`src/rtl/szr_pkg.sv`:
```
package szr_pkg;
  // steering bits for one coefficient component
  typedef struct packed {
    logic one;  // |x| above half the pivot
    logic two;  // |x| above three halves of the pivot
    logic neg;  // signs differ
  } coef_t;
endpackage

```
`src/rtl/szr_rst_sync.sv`:
```
module szr_rst_sync (
  input  logic clk,
  input  logic rst_n,
  output logic rst_s
);
  logic [1:0] stage_q;

  always_ff @(posedge clk or negedge rst_n) begin
    if (!rst_n) stage_q <= 2'b00;
    else        stage_q <= {stage_q[0], 1'b1};
  end

  assign rst_s = stage_q[1];
endmodule

```
`src/rtl/szr_quant.sv`:
```
module szr_quant
  import szr_pkg::*;
#(
  parameter int W = 16
) (
  input  logic signed [W-1:0] num,
  input  logic signed [W-1:0] den,
  output coef_t               c
);
  localparam int AW = W + 3;

  logic signed [AW-1:0] sn, sd;
  logic        [AW-1:0] an, ad, twice_n, thrice_d;

  always_comb begin
    sn       = AW'(num);
    sd       = AW'(den);
    an       = (sn < 0) ? -sn : sn;
    ad       = (sd < 0) ? -sd : sd;
    twice_n  = an << 1;
    thrice_d = ad + (ad << 1);
    c.one    = twice_n > ad;
    c.two    = twice_n > thrice_d;
    c.neg    = num[W-1] ^ den[W-1];
  end
endmodule

```
`src/rtl/szr_lane.sv`:
```
module szr_lane
  import szr_pkg::*;
#(
  parameter int W     = 16,
  parameter bit SUB_V = 1'b0
) (
  input  logic signed [W-1:0] a,
  input  logic signed [W-1:0] u,
  input  logic signed [W-1:0] v,
  input  coef_t               cu,
  input  coef_t               cv,
  input  logic                en,
  output logic signed [W-1:0] y
);
  localparam int SW   = W + 4;
  localparam int MAXI = 2 ** (W - 1) - 1;
  localparam logic signed [SW-1:0] MAXV = SW'(MAXI);
  localparam logic signed [SW-1:0] MINV = SW'(-MAXI - 1);

  function automatic logic signed [SW-1:0] scaled(input logic signed [W-1:0] b,
                                                  input coef_t c);
    logic signed [SW-1:0] be, mag;
    be  = SW'(b);
    mag = c.two ? (be <<< 1) : (c.one ? be : '0);
    return c.neg ? -mag : mag;
  endfunction

  logic signed [SW-1:0] acc;

  always_comb begin
    acc = SW'(a) - scaled(u, cu);
    if (SUB_V) acc = acc - scaled(v, cv);
    else       acc = acc + scaled(v, cv);
    if (!en)              y = a;
    else if (acc > MAXV)  y = MAXV[W-1:0];
    else if (acc < MINV)  y = MINV[W-1:0];
    else                  y = acc[W-1:0];
  end
endmodule

```
`src/rtl/szr_unit.sv`:
```
module szr_unit
  import szr_pkg::*;
#(
  parameter int N  = 4,
  parameter int W  = 16,
  parameter int TW = 8,
  localparam int IW = $clog2(N)
) (
  input  logic            clk,
  input  logic            rst_n,
  input  logic            in_valid,
  output logic            in_ready,
  input  logic [IW-1:0]   piv_idx,
  input  logic [N*W-1:0]  rk_re,
  input  logic [N*W-1:0]  rk_im,
  input  logic [N*W-1:0]  rl_re,
  input  logic [N*W-1:0]  rl_im,
  input  logic [N*TW-1:0] tk_re,
  input  logic [N*TW-1:0] tk_im,
  input  logic [N*TW-1:0] tl_re,
  input  logic [N*TW-1:0] tl_im,
  output logic            out_valid,
  input  logic            out_ready,
  output logic [N*W-1:0]  rk_re_o,
  output logic [N*W-1:0]  rk_im_o,
  output logic [N*TW-1:0] tk_re_o,
  output logic [N*TW-1:0] tk_im_o
);
  logic rst_s;
  szr_rst_sync i_rst (.clk(clk), .rst_n(rst_n), .rst_s(rst_s));

  // pivot and off-diagonal picked out of the columns
  logic signed [W-1:0] pivot, off_re, off_im;
  coef_t c_re, c_im;

  always_comb begin
    pivot  = rl_re[piv_idx*W +: W];
    off_re = rk_re[piv_idx*W +: W];
    off_im = rk_im[piv_idx*W +: W];
  end

  szr_quant #(.W(W)) i_q_re (.num(off_re), .den(pivot), .c(c_re));
  szr_quant #(.W(W)) i_q_im (.num(off_im), .den(pivot), .c(c_im));

  logic [N*W-1:0]  nxt_re, nxt_im;
  logic [N*TW-1:0] nxt_tre, nxt_tim;

  for (genvar r = 0; r < N; r++) begin : g_row
    logic row_en;
    assign row_en = (IW'(r) <= piv_idx);

    szr_lane #(.W(W), .SUB_V(1'b0)) i_r_re (
      .a(rk_re[r*W +: W]), .u(rl_re[r*W +: W]), .v(rl_im[r*W +: W]),
      .cu(c_re), .cv(c_im), .en(row_en), .y(nxt_re[r*W +: W]));
    szr_lane #(.W(W), .SUB_V(1'b1)) i_r_im (
      .a(rk_im[r*W +: W]), .u(rl_im[r*W +: W]), .v(rl_re[r*W +: W]),
      .cu(c_re), .cv(c_im), .en(row_en), .y(nxt_im[r*W +: W]));
    szr_lane #(.W(TW), .SUB_V(1'b0)) i_t_re (
      .a(tk_re[r*TW +: TW]), .u(tl_re[r*TW +: TW]), .v(tl_im[r*TW +: TW]),
      .cu(c_re), .cv(c_im), .en(1'b1), .y(nxt_tre[r*TW +: TW]));
    szr_lane #(.W(TW), .SUB_V(1'b1)) i_t_im (
      .a(tk_im[r*TW +: TW]), .u(tl_im[r*TW +: TW]), .v(tl_re[r*TW +: TW]),
      .cu(c_re), .cv(c_im), .en(1'b1), .y(nxt_tim[r*TW +: TW]));


    keep_rows_chk: assert property (@(posedge clk) disable iff (!rst_s)
      (in_valid && in_ready && (piv_idx < IW'(r))) |=>
      (rk_re_o[r*W +: W] == $past(rk_re[r*W +: W])) &&
      (rk_im_o[r*W +: W] == $past(rk_im[r*W +: W])));
  end

  // handshake: next-state and register processes
  logic load, vld_d, vld_q;

  always_comb begin
    in_ready = !vld_q || out_ready;
    load     = in_valid && in_ready;
    if (load)           vld_d = 1'b1;
    else if (out_ready) vld_d = 1'b0;
    else                vld_d = vld_q;
  end

  always_ff @(posedge clk or negedge rst_s) begin
    if (!rst_s) vld_q <= 1'b0;
    else        vld_q <= vld_d;
  end

  always_ff @(posedge clk) begin
    if (load) begin
      rk_re_o <= nxt_re;
      rk_im_o <= nxt_im;
      tk_re_o <= nxt_tre;
      tk_im_o <= nxt_tim;
    end
  end

  assign out_valid = vld_q;


  latency_chk: assert property (@(posedge clk) disable iff (!rst_s)
    (in_valid && in_ready) |=> out_valid);


  drain_chk: assert property (@(posedge clk) disable iff (!rst_s)
    (out_valid && out_ready && !in_valid) |=> !out_valid);


  hold_chk: assert property (@(posedge clk) disable iff (!rst_s)
    (out_valid && !out_ready) |=> out_valid && $stable(rk_re_o) &&
    $stable(rk_im_o) && $stable(tk_re_o) && $stable(tk_im_o));
endmodule

```
`config.mk`:
```
export PLATFORM = sky130hd
export DESIGN_NAME = szr_unit
export DESIGN_NICKNAME = d
export VERILOG_FILES = /design/src/rtl/szr_pkg.sv /design/src/rtl/szr_rst_sync.sv /design/src/rtl/szr_quant.sv /design/src/rtl/szr_lane.sv /design/src/rtl/szr_unit.sv
export SDC_FILE = /design/constraint.sdc
export NUM_CORES = 2
export LEC_CHECK = 0
export BUFFER_PORTS_ARGS = -buffer_cell sky130_fd_sc_hd__buf_2
export CAP_MARGIN = 20
export CORE_AREA = 2 2 353 355
export CTS_BUF_LIST = sky130_fd_sc_hd__clkbuf_16
export DETAILED_ROUTE_END_ITERATION = 7
export DIE_AREA = 0 0 355 357
export PLACE_DENSITY = 0.6
export SYNTH_ARGS = -nofsm -noshare
export SYNTH_HDL_FRONTEND = slang
export SYNTH_SLANG_ARGS = --single-unit
```
`constraint.sdc`:
```
create_clock -name clk -period 0.8 [get_ports clk]
set_input_delay 0.08 -clock clk [delete_from_list [all_inputs] [get_ports clk]]
set_output_delay 0.08 -clock clk [all_outputs]
set_load 0.01 [all_outputs]
```
==> reports/results.tsv <==
metric	value	unit
outcome	finished, violations left	
violations	hold timing, setup timing	
area_growth	50.7	%
clockBufferDepth	2	
drive_gt1_share	38.3	%
drc_errors	0	
dr.pass1.iters	8	
slew_headroom	42.3	%
ys_seq_area_share	12.0	%
finClkSkew	0.0221	ns
die_w	355	um
grt_pass1_vias	57477	
fin_crit	10.32	ns
htree_levels	4	
ys.warnings.count	0	
finalHoldWorstSlack	-0.109	ns
holdBufCountCts	20	
setup_ws	-9.52	ns
hold_class	in -> reg	
design_area	73500	um2
slowest_stage	or4_4	
multiInputGateArea	41900	um2
wl	251000	um
grt_start_max_net_pins	58	
io-pin-count	584	
clock_latency	0.57	ns
antenna_found_initial	53	
startpoint_type	input port	
clockRootBuffer	clkbuf_16	
via_per_inst	5.76	
synth_edf_count	192	
nets	9900	
grt_pass1_wl	359000	um
place_area	67800	um2
clkTransAtPathRegs	0.09	ns
grt_overflow_total	0	
max_cap_viol_count	0	
rsz0062_at_grt	true	
initial_core_util	39.6	%
die_area	127000	um2
chipHeight	357	um
rows	129	
finalSetupViolCount	578	
finalHoldViolCount	5	
place.gp.congestion	1.04	
dp_hpwl	199000	um
worst_slew_pin_slew	0.858	ns
fin_crit_sh	1290	%
syn_area_per_cell	7.40	um2
ys_ff_latch	195	
core-area	123000	um2
synth_area	48700	um2
synth_cell_type_count	117	
io_buffers	583	
final_cells	10570	
crit_type	in -> reg	
wl_per_cell	23.7	um
max_freq	96.9	MHz
cts_buffers	17	
cp.arrival	10.74	ns
ys.flop_type	edfxtp_1	
cts_tree	done	
worst_ep_required_time	1.22	ns
seqCellArea	5840	um2
worstPathMaxFanout	6	
synthCells	6584	
report.final.slew_viol_count	0	
fin_util	59.7	%
synth-async-reset-ratio	1.54	%
dr.first_iter.drc_count	5734	
vias	60853	
fillers	11427	
clkSinkCount	195	
crit_path_end_kind	flop	
slowest_delay	0.54	ns
ant_nets	0	
dp_cells	10290	
track_usage	37.7	%
==> placed cells by master, fill, tap and decap left out, types with 39 or more instances in the layout <==
master / Yosys / layout
a211oi_1: 68 / 56
a21boi_0: 55 / 39
a21o_1: 132 / 130
a21oi_1: 613 / 498
a21oi_2: 12 / 119
a22oi_1: 98 / 77
a31oi_1: 155 / 148
and2_1: 53 / 50
and3_1: 118 / 107
buf_12: 0 / 70
buf_2: 41 / 580
buf_4: 4 / 2024
buf_6: 7 / 43
edfxtp_1: 192 / 192
fa_1: 241 / 233
ha_1: 370 / 337
inv_1: 531 / 512
mux4_2: 48 / 48
nand2_1: 589 / 559
nand2b_1: 63 / 60
nand3_1: 71 / 62
nor2_1: 636 / 603
nor3_1: 194 / 182
o21a_1: 53 / 52
o21ai_0: 363 / 280
o21ai_1: 16 / 59
o21bai_1: 52 / 50
o22ai_1: 122 / 120
or3_1: 58 / 55
xnor2_1: 383 / 351
xor2_1: 236 / 224
==> area by class of cell <==
class | count | share of cell area (%)
antenna | 21 | 0.0715
clock buffer | 17 | 0.579
clock inverter | 15 | 0.252
inverter | 532 | 2.73
multi-input combinational | 5383 | 57.0
sequential | 195 | 7.95
tap | 1637 | 2.79
timing repair buffer | 2770 | 28.7
==> critical path, delay by kind of cell <==
| kind | cells | cell delay, ns |
|---|---|---|
| adder cells (fa/ha/maj) | 5 | 1.43 |
| AND/OR/NAND/NOR | 14 | 2.67 |
| AO/OA/AOI/OAI | 22 | 4.51 |
| multiplexers | 1 | 0.51 |
| buffers and inverters | 9 | 1.13 |
| XOR/XNOR | 2 | 0.35 |
==> cell usage after synthesis (all sizes together), types with 35 or more instances <==
master | n | share of area (%)
a211oi | 70 | 1.1
a21boi | 57 | 0.89
a21o | 132 | 2.0
a21oi | 626 | 6.5
a22oi | 98 | 1.5
a31oi | 156 | 2.0
and2 | 54 | 0.69
and3 | 118 | 1.5
buf | 123 | 1.2
clkbuf | 371 | 2.9
edfxtp | 192 | 12
fa | 241 | 9.9
ha | 370 | 9.5
inv | 531 | 4.1
mux4 | 48 | 2.2
nand2 | 589 | 4.5
nand2b | 63 | 0.81
nand3 | 71 | 0.73
nor2 | 637 | 4.9
nor2b | 35 | 0.45
nor3 | 197 | 2.1
nor4 | 35 | 0.46
o21a | 53 | 0.82
o21ai | 379 | 3.9
o21bai | 52 | 0.80
o22ai | 123 | 1.6
o31ai | 41 | 0.63
o32a | 38 | 0.78
or3 | 60 | 0.79
xnor2 | 387 | 7.0
xor2 | 237 | 4.3
==> logic make-up (layout without fill, tap and decap cells) <==
logic type,count (synthesis),count (layout),synth area share [%]
simple gates,1980,1983,18.8
buf+inv,1026,3334,8.15
xor+xnor,628,628,11.5
mux,94,94,3.22
flops,195,195,12.0
fa+ha+maj,612,612,19.4
compound gates,2047,2048,26.9
other cells,2,39,0.0154
==> worst paths after layout <==
path | from | endpoint | slack [ns] | cells after the start
worst max-delay path | piv_idx[0] | rk_re_o[22] | -9.52 | 53
worst min-delay path | out_ready | out_valid | -0.11 | 4
worst max register to register | out_valid | rk_im_o[44] | -0.63 | 4
worst min register to register | i_rst.stage_q[1] | out_valid | 0.01 | 0
max in group asynchronous | rst_n | i_rst.stage_q[0] | 0.31 | 3
min in group asynchronous | i_rst.stage_q[1] | out_valid | 0.01 | 0
==> layer usage <==
metal  up-vias  share of wire, %  track usage (%)  wire, um
li1      27995                 -                -         -
met1     29258                38             45.9     95600
met2      2881                44             59.0    111000
met3       659               9.7             8.97     24300
met4        60               8.0             26.0     20000
met5         -              0.15                0       365
==> metrics by stage <==
stage / TNS, ns / worst slack [ns]
after floorplan: -2768.42 / -10.18
after global routing: -2018.96 / -9.75
after CTS: -1880.17 / -9.16
final: -1935.12 / -9.52
after global placement: -2010.56 / -10.28
after detailed placement: -2034.41 / -10.39
==> state kept, by name (all words and copies together), names as in the netlist <==
register       cells
rk_im_o           64
tk_re_o           32
out_valid          1
rk_re_o           64
i_rst.stage_q      2
tk_im_o           32
==> what timing repair did <==
action,4_1_cts,5_1_grt
setup endpoints to repair,578,578
resized for setup,396,235
endpoints found under the hold margin,24,5
gates cloned,19,6
pin swaps,169,148
setup buffers,137,59
Power is left out: the tool's default activity adds up to more than one toggle a clock period on the data nets, which glitch-free logic cannot reach.
